<file path="config.mk">
export PLATFORM = sky130hd
export DESIGN_NAME = qpsk_dd_decoder
export DESIGN_NICKNAME = d
export VERILOG_FILES = /design/src/rtl/qpsk_dd_pkg.sv /design/src/rtl/qpsk_dd_map.sv /design/src/rtl/qpsk_dd_diff.sv /design/src/rtl/qpsk_dd_state.sv /design/src/rtl/qpsk_dd_decoder.sv
export SDC_FILE = /design/constraint.sdc
export NUM_CORES = 1
export LEC_CHECK = 0
export ABC_CLOCK_PERIOD_IN_PS = 2600
export CORE_AREA = 2 2 39 41
export DETAILED_ROUTE_END_ITERATION = 8
export DIE_AREA = 0 0 41 43
export GPL_TIMING_DRIVEN = 0
export PLACE_DENSITY = 0.5
export SYNTH_ARGS = -nofsm -noshare
export SYNTH_HDL_FRONTEND = slang
export SYNTH_SLANG_ARGS = --single-unit
export TNS_END_PERCENT = 50
</file>
<file path="constraint.sdc">
create_clock -name clk -period 2.6 [get_ports clk]
set_clock_uncertainty 0.1 [all_clocks]
set_input_delay 0.26 -clock clk [delete_from_list [all_inputs] [get_ports clk]]
set_output_delay 0.26 -clock clk [all_outputs]
set_load 0.05 [all_outputs]
</file>
<file path="src/rtl/qpsk_dd_pkg.sv">
package qpsk_dd_pkg;

    // Quaternary phase index, natural binary 0..3
    typedef logic [1:0] phase_t;

    // One decoded symbol split across the two output streams
    typedef struct packed {
        logic msb;
        logic lsb;
    } dsym_t;

    // Received bit pair to phase index (Gray-ordered constellation)
    function automatic phase_t pq_to_phase(input logic p, input logic q);
        phase_t ph;
        case ({p, q})
            2'b00:   ph = 2'd0;
            2'b01:   ph = 2'd1;
            2'b11:   ph = 2'd2;
            default: ph = 2'd3;
        endcase
        return ph;
    endfunction

    // Modulo-4 difference, current minus reference
    function automatic phase_t phase_sub(input phase_t cur, input phase_t ref_ph);
        phase_t d;
        d = cur - ref_ph;
        return d;
    endfunction

endpackage

</file>
<file path="src/rtl/qpsk_dd_map.sv">
module qpsk_dd_map
    import qpsk_dd_pkg::*;
#(
    parameter int LANES = 1
) (
    input  logic [LANES-1:0]         p_bits,
    input  logic [LANES-1:0]         q_bits,
    output phase_t [LANES-1:0]       phases
);
    for (genvar i = 0; i < LANES; i++) begin : g_lane
        always_comb phases[i] = pq_to_phase(p_bits[i], q_bits[i]);
    end
endmodule

</file>
<file path="src/rtl/qpsk_dd_diff.sv">
module qpsk_dd_diff
    import qpsk_dd_pkg::*;
#(
    parameter int LANES = 1
) (
    input  phase_t [LANES-1:0] cur_ph,
    input  phase_t             held_ph,
    output dsym_t  [LANES-1:0] dec
);
    for (genvar i = 0; i < LANES; i++) begin : g_lane
        phase_t ref_ph;
        phase_t d;
        if (i == 0) begin : g_first
            always_comb ref_ph = held_ph;
        end else begin : g_chain
            always_comb ref_ph = cur_ph[i-1];
        end
        always_comb begin
            d          = phase_sub(cur_ph[i], ref_ph);
            dec[i].msb = d[1];
            dec[i].lsb = d[0];
        end
    end
endmodule

</file>
<file path="src/rtl/qpsk_dd_state.sv">
module qpsk_dd_state
    import qpsk_dd_pkg::*;
(
    input  logic   clk,
    input  logic   rst,
    input  logic   in_valid,
    input  phase_t newest_ph,
    output phase_t held_ph,
    output logic   primed
);
    always_ff @(posedge clk) begin
        if (rst) begin
            held_ph <= '0;
            primed  <= 1'b0;
        end else if (in_valid) begin
            held_ph <= newest_ph;
            primed  <= 1'b1;
        end
    end
endmodule

</file>
<file path="src/rtl/qpsk_dd_decoder.sv">
module qpsk_dd_decoder
    import qpsk_dd_pkg::*;
#(
    parameter int LANES = 1
) (
    input  logic             clk,
    input  logic             rst,
    input  logic             in_valid,
    input  logic [LANES-1:0] in_p,
    input  logic [LANES-1:0] in_q,
    output logic             out_valid,
    output logic [LANES-1:0] out_p,
    output logic [LANES-1:0] out_q
);
    localparam int LAST = LANES - 1;

    phase_t [LANES-1:0] cur_ph;
    dsym_t  [LANES-1:0] dec;
    phase_t             held_ph;
    logic               primed;

    qpsk_dd_map #(.LANES(LANES)) u_map (
        .p_bits (in_p),
        .q_bits (in_q),
        .phases (cur_ph)
    );

    qpsk_dd_diff #(.LANES(LANES)) u_diff (
        .cur_ph  (cur_ph),
        .held_ph (held_ph),
        .dec     (dec)
    );

    qpsk_dd_state u_state (
        .clk       (clk),
        .rst       (rst),
        .in_valid  (in_valid),
        .newest_ph (cur_ph[LAST]),
        .held_ph   (held_ph),
        .primed    (primed)
    );

    always_ff @(posedge clk) begin
        if (rst) begin
            out_valid <= 1'b0;
            out_p     <= '0;
            out_q     <= '0;
        end else begin
            out_valid <= in_valid & primed;
            if (in_valid) begin
                for (int i = 0; i < LANES; i++) begin
                    out_p[i] <= dec[i].msb;
                    out_q[i] <= dec[i].lsb;
                end
            end
        end
    end
endmodule

</file>
==> results.cfg <==
[synth]
number_of_library_cell_types_mapped_by_synthesis = 10
synth-seq-cells = 6
synth_simple_gate_area_share_pct = 14.22
synth.area.mux_share_pct = 0
synthesis.instances = 26
synth_fp_nets = 34
sequential_area_share_after_synthesis_pct = 47.06
synth_compound_area_share_pct = 13.73
synth_top_family_by_area = adder cells
synthAdderAreaFrac_pct = 14.71
avg_inst_size_synth_um2 = 9.817
post_synth_xor_area_fraction_pct = 6.863
synth_warn = 0
syn-cell-area_um2 = 255.2

[floorplan]
coreArea_um2 = 1384
dieArea_um2 = 1763
dieHeight_um = 43
dieWidth_um = 41
start_util_pct = 18.44
std_cell_rows = 14
floorplan.io_pins = 8

[pwr]
clkPwrFrac_pct = 36.2
internal-power_mw = 0.1723
totalPowerFinal_mw = 0.2363
power.combinational.fraction_pct = 20.3
net_switching_power_mw = 0.06406
power.density_cell_area_nw_per_um2 = 660.4
leakagePower_nw = 0.1453
vdd_ir_drop_max_v = 0.0002099
switching_share_pct = 27.11
pwr-share-seq_pct = 43.5

[global_route]
top_usage_layer = met2
gr_usage_total_pct = 7.538
grt_first_pass_wirelength_um = 800
use_met2_pct = 9.063
vias_in_the_first_global_route = 188
overflow = 0
grtUsageMet3_pct = 7.853
grt_antenna_before_repair = 0
grt_start_max_net_pins = 11
groute.layer.met1.usage_pct = 8.065

[run_status]
run_status = finished clean

[critical_path]
worst_path_bufs_invs = 1
critical_path.top_delay_family = buffers and inverters
timing.setup.critical_path_class = reg2out
regToRegEndpoint = out_p
cp_capture_point = out_q
rrSetupSlack_ns = 1.44
worstReg2RegStart = u_state.held_ph[0]
arrival_ns = 1.36
slowest_stage = clkdlybuf4s50_1
worstSetupStartpointType = flop
crit_chain = clkdlybuf4s50_1
cp_slowest_stage_delay_ns = 0.80
path_depth = 1
reg2reg_depth = 4
worst_setup_path_startpoint = out_q
top_fanout_value_on_the_critical_path = 2
required_ns = 2.24
crit_path_end_kind = output pin

[finish]
areaGrowthSynthToFinish_pct = 40.20
filler_cell_count = 157
diodes = 0
multi_input_area_um2 = 126.4
final_layout_size_suffix_gt1_share_pct = 17.14
filler_free_cell_count_of_the_finished_design = 51
core_occupancy_in_the_finished_layout_pct = 25.86
finalNetCount = 45
seq_area_um2 = 120.1

[timing]
finalCritPeriodShare_pct = 66.17
setup_viol_count_final = 0
tightestPinTransition_ns = 0.4911
setup_total_negative_slack_ns = 0
layout_min_cycle_time_ns = 1.720
fmaxAchievable_ghz = 0.5813
slew_headroom_pct = 67.16
final_hold_vio_count = 0
rsz0062_at_grt = no
hold-worst-slack_ns = 0.2281
timing.final.max_slew_violations = 0

[place]
placed_cells_incl_taps = 48
dp_hpwl_um = 304.1
place.gp.congestion = 0.7074
io_buffer_count = 6

[routing]
finalWirelength_um = 424
detail_route.vias_per_cell = 3.902
first_pass_iters = 4
drt_wl_cell_um = 8.314
remaining_drc_errors = 0
first_iter_violations = 1
final_antenna_net_count = 0
via_count = 199

[clock_tree]
tritoncts = done
cts-hold-fix-buffers = 0
sink_count_of_the_clock_tree = 6
numCtsBuffers = 3
post_cts_resized = 0
post-cts-setup-buffer-count = 0
cts_buffer_depth = 2
cts.clk_slew.worst_paths_ns = 0.05
cts_max_level = 1
clkLatencyLatePin_ns = 0.24
clock-root-buffer = clkbuf_4

[run]
drv_cap = 0

[min_path]
timing.hold.worst.class = in2reg
-- metal layers --
layer	share of wire, %	vias to the layer above
met3	7.1	0
li1	-	107
met2	45	5
met5	0	-
met4	0	0
met1	48	87
-- flip-flops by register name (all words and copies together), names as in the netlist --
| register | flops |
|---|---|
| out_q | 1 |
| u_state.held_ph | 2 |
| out_p | 1 |
| out_valid | 1 |
| u_state.primed | 1 |
-- power groups by stage --
stage               Clock, mW  Sequential [mW]  Combinational (mW)
floorplan                   0            0.116              0.0201
global placement            0            0.104              0.0481
detailed placement          0            0.105              0.0478
CTS                    0.0913            0.103              0.0487
global route           0.0986            0.104              0.0522
finish                 0.0855            0.103              0.0480
-- cell families after synthesis --
family,after synthesis
buffers and inverters,2
and+or+nand+nor,9
AOI/OAI and AO/OA,4
adders and majority gates,3
xor gates and xnor gates,2
DFF,6
-- cells in the mapped netlist --
master    instances  area share, %
inv_1             1            1.5
a211oi_2          1            4.9
a211oi_1          3            8.8
nor2_2            1            2.5
ha_1              3             15
nor2_1            7             10
nand2_1           1            1.5
xnor2_1           2            6.9
buf_2             1            2.0
dfxtp_1           6             47
-- metrics by stage --
| stage | instance area (um2) | setup WS, ns |
|---|---|---|
| 6_report | 357.8 | 0.8796 |
| 5_1_grt | 357.8 | 0.7638 |
| 4_1_cts | 357.8 | 0.8596 |
| 3_5_place_dp | 335.3 | 0.6569 |
| 3_3_place_gp | 335.3 | 0.6536 |
| 2_1_floorplan | 255.2 | 1.209 |
-- area by class of cell --
| class | instances | area share [%] |
|---|---|---|
| Inverter | 1 | 1.049 |
| Buffer | 1 | 1.399 |
| Timing Repair Buffer | 6 | 16.78 |
| Tap cell | 16 | 5.594 |
| Multi-Input combinational cell | 18 | 35.31 |
| Clock buffer | 3 | 6.294 |
| Sequential cell | 6 | 33.57 |
-- worst reg2reg max path, delay by kind of cell, from the launching register on --
family / cells / cell delay (ns)
adder cells (fa/ha/maj): 1 / 0.19
flip-flops: 1 / 0.31
XOR/XNOR: 2 / 0.30
AO/OA/AOI/OAI: 1 / 0.20
-- worst min path at each step --
stage | cells past startpoint | slack [ns] | endpoint | from
6_report | 3 | 0.23 | out_valid | in_valid
5_1_grt | 3 | 0.23 | out_valid | in_valid
4_1_cts | 3 | 0.22 | out_valid | in_valid
3_5_place_dp | 2 | 0.33 | out_valid | u_state.primed
3_3_place_gp | 2 | 0.32 | out_valid | u_state.primed
2_1_floorplan | 1 | 0.22 | out_p | rst
-- layout by cell type, fill, tap and decap left out --
| master | instances |
|---|---|
| clkbuf_4 | 3 |
| nor2_2 | 1 |
| buf_2 | 1 |
| ha_1 | 3 |
| xnor2_1 | 2 |
| a211oi_1 | 3 |
| a211oi_2 | 1 |
| dfxtp_1 | 6 |
| clkdlybuf4s50_1 | 6 |
| nand2_1 | 1 |
| nor2_1 | 7 |
| inv_1 | 1 |
Power figures use the tool's default switching activity.
